## src/rtl/psw_pkg.sv

```systemverilog
`timescale 1ns/1ps
package psw_pkg;
    localparam logic [3:0] OP_NONE = 4'd0;
    localparam logic [3:0] OP_ADD  = 4'd1;
    localparam logic [3:0] OP_ADDC = 4'd2;
    localparam logic [3:0] OP_SUB  = 4'd3;
    localparam logic [3:0] OP_SUBB = 4'd4;
    localparam logic [3:0] OP_CMP  = 4'd5;
    localparam logic [3:0] OP_MUL  = 4'd6;
    localparam logic [3:0] OP_DIV  = 4'd7;

    localparam logic [1:0] SZ_BYTE = 2'd0;
    localparam logic [1:0] SZ_WORD = 2'd1;

    typedef struct packed {
        logic       cy;
        logic       ac;
        logic       uf_a;
        logic [1:0] bank;
        logic       ov;
        logic       uf_b;
        logic       par;
    } psw_t;
endpackage

```

## src/rtl/psw_arith_flags.sv

```systemverilog
`timescale 1ns/1ps
module psw_arith_flags
    import psw_pkg::*;
#(
    parameter int DATA_W = 32
) (
    input  logic [3:0]        op,
    input  logic [1:0]        size,
    input  logic [DATA_W-1:0] a,
    input  logic [DATA_W-1:0] b,
    input  logic [DATA_W-1:0] res,
    input  logic              cy_in,
    output logic              cy_new,
    output logic              ac_new,
    output logic              ov_new,
    output logic              cy_upd,
    output logic              ac_upd,
    output logic              ov_upd
);
    localparam int IDX_W  = $clog2(DATA_W + 1);
    localparam int SIDX_W = $clog2(DATA_W);

    logic [DATA_W-1:0]   mask;
    logic [IDX_W-1:0]    top_idx;
    logic [SIDX_W-1:0]   sgn_idx;
    logic [DATA_W-1:0]   a_m, b_m;
    logic                cin;
    logic [DATA_W:0]     sum, dif;
    logic [4:0]          nib_sum, nib_dif;
    logic [2*DATA_W-1:0] prod;
    logic                sa, sb, sr;
    logic                is_add, is_sub;

    always_comb begin
        case (size)
            SZ_BYTE: begin mask = DATA_W'(8'hFF);    top_idx = IDX_W'(8);  end
            SZ_WORD: begin mask = DATA_W'(16'hFFFF); top_idx = IDX_W'(16); end
            default: begin mask = '1;                top_idx = IDX_W'(DATA_W); end
        endcase
        sgn_idx = SIDX_W'(top_idx - IDX_W'(1));
        a_m     = a & mask;
        b_m     = b & mask;
        is_add  = (op == OP_ADD) || (op == OP_ADDC);
        is_sub  = (op == OP_SUB) || (op == OP_SUBB) || (op == OP_CMP);
        cin     = ((op == OP_ADDC) || (op == OP_SUBB)) ? cy_in : 1'b0;

        sum     = {1'b0, a_m} + {1'b0, b_m} + {{DATA_W{1'b0}}, cin};
        dif     = {1'b0, a_m} - {1'b0, b_m} - {{DATA_W{1'b0}}, cin};
        nib_sum = {1'b0, a[3:0]} + {1'b0, b[3:0]} + {4'b0, cin};
        nib_dif = {1'b0, a[3:0]} - {1'b0, b[3:0]} - {4'b0, cin};
        prod    = {{DATA_W{1'b0}}, a_m} * {{DATA_W{1'b0}}, b_m};

        sa = a[sgn_idx];
        sb = b[sgn_idx];
        sr = res[sgn_idx];

        cy_new = 1'b0;
        ac_new = 1'b0;
        ov_new = 1'b0;
        cy_upd = 1'b0;
        ac_upd = 1'b0;
        ov_upd = 1'b0;
        if (is_add) begin
            cy_upd = 1'b1;
            ov_upd = 1'b1;
            ac_upd = (size == SZ_BYTE);
            cy_new = sum[top_idx];
            ac_new = nib_sum[4];
            ov_new = (sa == sb) && (sr != sa);
        end else if (is_sub) begin
            cy_upd = 1'b1;
            ov_upd = 1'b1;
            ac_upd = (size == SZ_BYTE);
            cy_new = dif[top_idx];
            ac_new = nib_dif[4];
            ov_new = (sa != sb) && (sr != sa);
        end else if (op == OP_MUL) begin
            cy_upd = 1'b1;
            ov_upd = 1'b1;
            ov_new = |(prod >> top_idx);
        end else if (op == OP_DIV) begin
            cy_upd = 1'b1;
            ov_upd = 1'b1;
            ov_new = (b_m == '0);
        end
    end
endmodule

```

## src/rtl/psw_parity.sv

```systemverilog
`timescale 1ns/1ps
module psw_parity #(
    parameter int ACC_W = 8
) (
    input  logic [ACC_W-1:0] acc,
    output logic             odd
);
    logic [ACC_W:0] chain;

    assign chain[0] = 1'b0;
    for (genvar i = 0; i < ACC_W; i++) begin : g_xor
        assign chain[i+1] = chain[i] ^ acc[i];
    end
    assign odd = chain[ACC_W];
endmodule

```

## src/rtl/psw_bank_map.sv

```systemverilog
`timescale 1ns/1ps
module psw_bank_map #(
    parameter int BANK_REGS = 8,
    parameter int ADDR_W    = 8
) (
    input  logic [1:0]        bank_sel,
    output logic [ADDR_W-1:0] base
);
    localparam int SHIFT = $clog2(BANK_REGS);

    assign base = ADDR_W'(bank_sel) << SHIFT;
endmodule

```

## src/rtl/psw_flag_reg.sv

```systemverilog
`timescale 1ns/1ps
module psw_flag_reg
    import psw_pkg::*;
#(
    parameter int          DATA_W    = 32,
    parameter int          ACC_W     = 8,
    parameter int          BANK_REGS = 8,
    parameter logic [7:0]  SFR_ADDR  = 8'hD0
) (
    input  logic              clk,
    input  logic              rst_n,
    input  logic [3:0]        alu_op,
    input  logic [1:0]        op_size,
    input  logic [DATA_W-1:0] opa,
    input  logic [DATA_W-1:0] opb,
    input  logic [DATA_W-1:0] alu_res,
    input  logic [ACC_W-1:0]  acc,
    input  logic [7:0]        sfr_addr,
    input  logic              sfr_we,
    input  logic [7:0]        sfr_wdata,
    output logic [7:0]        sfr_rdata,
    output logic [7:0]        psw,
    output logic [7:0]        bank_base
);
    psw_t state_d, state_q;
    logic cy_new, ac_new, ov_new;
    logic cy_upd, ac_upd, ov_upd;
    logic acc_odd;
    logic sfr_hit;

    psw_arith_flags #(.DATA_W(DATA_W)) u_arith (
        .op     (alu_op),
        .size   (op_size),
        .a      (opa),
        .b      (opb),
        .res    (alu_res),
        .cy_in  (state_q.cy),
        .cy_new (cy_new),
        .ac_new (ac_new),
        .ov_new (ov_new),
        .cy_upd (cy_upd),
        .ac_upd (ac_upd),
        .ov_upd (ov_upd)
    );

    psw_parity #(.ACC_W(ACC_W)) u_parity (
        .acc (acc),
        .odd (acc_odd)
    );

    psw_bank_map #(.BANK_REGS(BANK_REGS), .ADDR_W(8)) u_bank (
        .bank_sel (state_q.bank),
        .base     (bank_base)
    );

    assign sfr_hit = (sfr_addr == SFR_ADDR);

    always_comb begin
        state_d     = state_q;
        state_d.par = acc_odd;
        if (cy_upd) state_d.cy = cy_new;
        if (ac_upd) state_d.ac = ac_new;
        if (ov_upd) state_d.ov = ov_new;
        if (sfr_we && sfr_hit) state_d = psw_t'(sfr_wdata);
    end

    always_ff @(posedge clk or negedge rst_n) begin
        if (!rst_n) state_q <= '0;
        else        state_q <= state_d;
    end

    assign psw       = state_q;
    assign sfr_rdata = sfr_hit ? state_q : 8'h00;
endmodule

```

## config.mk

```make
export PLATFORM = sky130hd
export DESIGN_NAME = psw_flag_reg
export DESIGN_NICKNAME = d
export VERILOG_FILES = /design/src/rtl/psw_pkg.sv /design/src/rtl/psw_arith_flags.sv /design/src/rtl/psw_parity.sv /design/src/rtl/psw_bank_map.sv /design/src/rtl/psw_flag_reg.sv
export SDC_FILE = /design/constraint.sdc
export NUM_CORES = 2
export LEC_CHECK = 0
export ABC_AREA = 0
export ABC_CLOCK_PERIOD_IN_PS = 3900
export BUFFER_PORTS_ARGS = -buffer_cell sky130_fd_sc_hd__buf_2
export CORE_AREA = 2 2 355 269
export CTS_CLUSTER_DIAMETER = 30
export DETAILED_ROUTE_END_ITERATION = 12
export DIE_AREA = 0 0 357 271
export PLACE_DENSITY_LB_ADDON = 0.1
export REMOVE_ABC_BUFFERS = 1
export SYNTH_ARGS = -nofsm -noshare
export SYNTH_HDL_FRONTEND = slang
export SYNTH_SLANG_ARGS = --single-unit
```

## constraint.sdc

```tcl
create_clock -name clk -period 3.9 [get_ports clk]
set_input_delay 0.195 -clock clk [delete_from_list [all_inputs] [get_ports clk]]
set_output_delay 0.195 -clock clk [all_outputs]
set_load 0.005 [all_outputs]
```

# Word-level counts from Yosys, hierarchy flattened
# Cells that the tools add are included.
[op_classes] bitwise_logic=9 div_mod_pow=0 mux=32 n_mul=1 reduce_logical=12 shifts=1 n_lt_le_gt_ge=2 eq_ne=12 n_addsub=9
[ops] operator="$and 32x32->32" count=2
[ops] operator="$mul 32x32->64" count=1
[ops] operator="$pmux 32 s2" count=1
[ops] operator="$reduce_or 64->1" count=1
[ops] operator="$shr 64x6->64" count=1
[ops] operator="$add 32x32->33" count=1
[ops] operator="$add 33x1->33" count=1
[ops] operator="$sub 32x32->33" count=1
[ops] operator="$sub 33x1->33" count=1
[ops] operator="$logic_not 32->1" count=1
[ops] operator="$mux 1" count=23
[ops] operator="$eq 4x3->1 const B" count=4
[ops] operator="$mux 8" count=2
[ops] operator="$bmux 1 s5" count=3
[ops] operator="$bmux 1 s6" count=2
[ops] operator="$pmux 6 s2" count=1
[ops] operator="$eq 4x2->1 const B" count=2
[ops] operator="$eq 8x8->1 const B" count=1
[ops] operator="$lt 6x7->1 const B" count=1
[ops] operator="$xor 1x1->1" count=7
[ops] operator="$lt 5x6->1 const B" count=1
[ops] operator="$add 4x4->5" count=1
[ops] operator="$add 5x1->5" count=1
[ops] operator="$sub 4x4->5" count=1
[ops] operator="other kinds (10)" count=17
[totals] in_bits=129 latch_bits=0 ram_bits=0 register_bits=8 rom_bits=0 mem_count=0 out_inout_bits=24

# Logic depth before layout (Yosys ltp)
[depth] word_depth=11 ltp_mapped=42

# Modules after synthesis
# From an unflattened synthesis, not the netlist that was laid out.
[hier_totals] cells_unflattened=4194 area_unflattened_um2=36386.1
[modules_own_cells] mod="psw_arith_flags" area_per_inst_um2=35820.6 instances=1 cells_per_inst=4147 seq_area_each_um2=0.0
[modules_own_cells] mod="psw_flag_reg" area_per_inst_um2=440.4 instances=1 cells_per_inst=31 seq_area_each_um2=200.2
[modules_own_cells] mod="psw_bank_map" area_per_inst_um2=63.8 instances=1 cells_per_inst=9 seq_area_each_um2=0.0
[modules_own_cells] mod="psw_parity" area_per_inst_um2=61.3 instances=1 cells_per_inst=7 seq_area_each_um2=0.0

# Least setup slack after synthesis
# OpenSTA, ideal clock, no wires.
[synth_path] kind="input -> register" start="input port op_size[1]" end="register state_q (netlist bit psw[2])" setup_time_ns=0.135 stages=38 t_arrival_ns=9.448 required_time_ns=3.765 setup_slack_ns=-5.683 n_path_buf=8 cell_sequence="clkbuf_1 > nor2_4 > inv_2 > clkbuf_1 > clkbuf_1 > clkbuf_1 > ha_1 > clkbuf_1 > buf_1 > and2_1 > clkbuf_1 > nand2_1 > fa_1 > inv_1 > fa_1 > inv_1 > fa_1 > inv_1 > [2 not listed] > inv_1 > fa_1 > fa_1 > fa_1 > inv_1 > ha_1 > buf_2 > and4_1 > nand2_1 > nor3_1 > a2111o_1 > or3_2 > xor2_1 > nor4_1 > a41oi_1 > a31oi_1 > a41o_1 > a41oi_2"
[synth_via] elab_chain_cells=11
[synth_lines] element="start: declaration" line_no="psw_flag_reg.sv:13" text="input logic [1:0] op_size,"
[synth_lines] element="$eq 2x1->1 / $logic_not 2->1 (equally long branches)" line_no="psw_arith_flags.sv:35" text="case (size)"
[synth_lines] element="$pmux 32 s2 / $pmux 6 s2 (equally long branches)" line_no="psw_arith_flags.sv:35"
[synth_lines] element="$and 32x32->32 (tied with other cells)" line_no="psw_arith_flags.sv:41" text="a_m = a & mask;"
[synth_lines] element="$mul 32x32->64 (tied with other cells)" line_no="psw_arith_flags.sv:51" text="prod = {{DATA_W{1'b0}}, a_m} * {{DATA_W{1'b0}}, b_m};"
[synth_lines] element="$shr 64x6->64 (tied with other cells)" line_no="psw_arith_flags.sv:80" text="ov_new = |(prod >> top_idx);"
[synth_lines] element="$reduce_or 64->1 (tied with other cells)" line_no="psw_arith_flags.sv:80"
[synth_lines] element="$mux 1 / $logic_and 1x1->1 (equally long branches)" line_no="psw_arith_flags.sv:77, psw_arith_flags.sv:76"
[synth_lines] element="$mux 1" line_no="psw_arith_flags.sv:70" text="end else if (is_sub) begin"
[synth_lines] element="$mux 1 *" line_no="psw_arith_flags.sv:63" text="if (is_add) begin"
[synth_lines] element="$mux 1 *" line_no="psw_flag_reg.sv:63" text="if (ov_upd) state_d.ov = ov_new;"
[synth_lines] element="$mux 8 *" line_no="psw_flag_reg.sv:64" text="if (sfr_we && sfr_hit) state_d = psw_t'(sfr_wdata);"
[synth_lines] element="end signal: assignment" line_no="psw_flag_reg.sv:69" text="else state_q <= state_d;"
[synth_lines] element="end: declaration" line_no="psw_flag_reg.sv:25" text="psw_t state_d, state_q;"
# Mark *: on every way between the ends. The rest lies on a longest branch, timed or not. The select of a mux whose other input is x is not followed.
# A chain may end at the register's enable or synchronous reset.

# Worst setup path after layout
[layout_path] start="input port op_size[0]" end="register state_q (netlist bit psw[2])"
# Same word-level chain as after synthesis.

==> reports/results.txt <==
Grt met1 use = 52.2%
Avg Inst Size Synth = 8.55 um2
Number of global-route vias before repair = 34,000
Most common cell after layout, fill and taps aside = inv_1
Synthesized netlist cell count = 4,340
Clk sinks = 8
Num rows = 97
Critical-path cell with the highest stage delay = fa_2
Clock period minus worst slack = 8500 ps
Most frequent cells in the layout = 966 x inv_1, 855 x fa_1, 755 x buf_4
GPL Wtd Cong = 0.982
Final Hold Vio Count = 0
Worst Setup Path Type = in2reg
Synth Cell Area = 37,100 um2
Final ANT Viol Nets = 0
Synth top area cells = fa_1 48%, ha_1 12%, inv_1 9.9%
Hold Path Class = in2reg
Total GRT Usage = 32.3%
DRT Wirelength = 153,000 um
Async S/R FF share, synth = 100%
Final HPWL DP = 138,000 um
I/O pin count = 153
Cell area after placement = 44,800 um2
Post-synth EDFFs = 0
I/O Buffers = 118
Setup Skew = 0.0245 ps
Root Buffer = clkbuf_16
Synth top area share = 48.5%
Die ar. = 96,700 um2
Layout area overhead = 24.2%
TritonCTS clock tree = built
CTS Buf Count = 3
Met2 Use GR = 44.5%
Place WS = -5380 ps
Initial Util = 39.9%
Sequential cell area fraction in the yosys report = 0.540%
Max frequency = 118 MHz
Crit path largest cell delay = 620 ps
GRT busiest layer = met1
Max-slew violation count = 0
First-pass GRT wire length = 229,000 um
Vias/cell = 5.27
M3 GR Usage = 7.27%
Most common flop cell mapped by yosys = dfrtp_1
DRC viols = 0
Worst Path Arrival = 8640 ps
Post-route cell area = 46,100 um2
Initial antenna violation count = 4
Endpoint class of the critical path = flop
WL/cell = 24.4 um
Layout Nets = 6,428
Synth unique cells = 103
Seq cells post-synth = 8
Core Box Area = 93,000 um2
Yosys warnings = 0
RSZ-0062 raised after global routing = true
Detailed Routing Iterations Pass 1 = 6
Worst Path Required = 4050 ps
Vias = 33,100
Number of flip-flops in the largest register = 8
Global route overflow = 0
Clock Latency Late Sink = 230 ps
Crit-path most repeated cell = fa_1
Layout cells sized above 1 = 23.3%
PnR worst setup slack = -4600 ps
Clk slew on worst S/H paths = 40 ps
Max clock buf depth = 2
Critical path peak fanout = 23
CTS HTree Levels = 1
Failing checks = setup timing
Synth area leader = fa_1
Total negative slack = -4700 ps
Layout Utilization = 49.6%
Pin count of the biggest net entering global routing = 77
First DRT Iteration DRCs = 3,052
CP Launch Type = input port
Final Cycle Share = 218%
Max Cap Viol = 0
Die W = 357 um
Die Y = 271 um
Slew Limit Headroom = 37.6%
Status = finished with violations
Setup Viol. Count Final = 2
Worst-Margin Slew = 927 ps
-- cell usage after synthesis (7+ instances only) --
library cell / instances
nor2_1: 320
clkbuf_1: 221
a21oi_1: 104
ha_1: 356
or3_1: 11
o211ai_1: 8
and2_1: 51
nor3_1: 37
nand3_1: 32
fa_1: 898
nand4_1: 44
xnor2_1: 38
and3_1: 304
clkinv_1: 7
a21o_1: 34
dfrtp_1: 8
inv_1: 981
nor2b_1: 9
buf_4: 11
o21ai_0: 69
nand2_1: 556
nor4_1: 20
o21a_1: 15
o31ai_1: 7
a31oi_1: 12
a211oi_1: 8
xor2_1: 19
-- per-stage QoR --
stage                     hold slack (ps)  instances
after floorplan                      -101       4088
after global placement               46.5       6245
after detailed placement             47.1       6245
after CTS                             153       6267
after global routing                  166       6280
final                                 153       6281
-- critical path: cells and delay by family --
family | cells | cell delay, ps
adder cells (fa/ha/maj) | 10 | 4770
buffers and inverters | 11 | 1270
AND/OR/NAND/NOR | 7 | 1220
AO/OA/AOI/OAI | 5 | 1140
-- routing by layer --
layer	up-vias	wire (um)
met5	-	13
met4	2	2550
met3	113	16600
met2	1477	60700
met1	16900	73600
li1	14600	-
-- worst paths after layout --
| check | from | slack [ps] | depth (start not counted) | to |
|---|---|---|---|---|
| worst max-delay path | op_size[0] | -4600 | 33 | psw[2]$_DFFE_PN0P_ |
| worst min-delay path | sfr_wdata[1] | 150 | 3 | psw[1]$_DFFE_PN0P_ |
| worst max register to register | psw[7]$_DFFE_PN0P_ | 110 | 19 | psw[7]$_DFFE_PN0P_ |
| worst min register to register | psw[1]$_DFFE_PN0P_ | 490 | 2 | psw[1]$_DFFE_PN0P_ |
| max in group asynchronous | rst_n | 3400 | 2 | psw[7]$_DFFE_PN0P_ |
| min in group asynchronous | rst_n | 340 | 2 | psw[1]$_DFFE_PN0P_ |
-- layout make-up --
cell class / count / area (um2)
sequential: 8 / 200
antenna: 1 / 2.50
multi-input combinational: 3089 / 32800
timing repair buffer: 952 / 7670
tap: 1237 / 1550
fill: 9205 / 46900
inverter: 991 / 3740
clock buffer: 3 / 75.1
-- timing repair --
item / CTS / global route
setup buffers: 18 / 12
gates cloned: 0 / 1
endpoints found under the setup margin: 2 / 2
endpoints found under the hold margin: 8 / 0
pin swaps: 28 / 74
resized for setup: 107 / 144
hold buffers: 1 / 0
-- logic make-up after synthesis --
logic type	count (synthesis)	share of synthesized area (%)
simple gates	1434	18.3
fa+ha+maj	1254	60.5
buf+inv	1248	13.1
compound gates	330	5.86
xor+xnor	57	1.35
mux	8	0.320
flops	8	0.540
other cells	1	0.0101
Power is not shown: default switching activity piles up to over one toggle a cycle in this logic, so the estimate is an artifact.
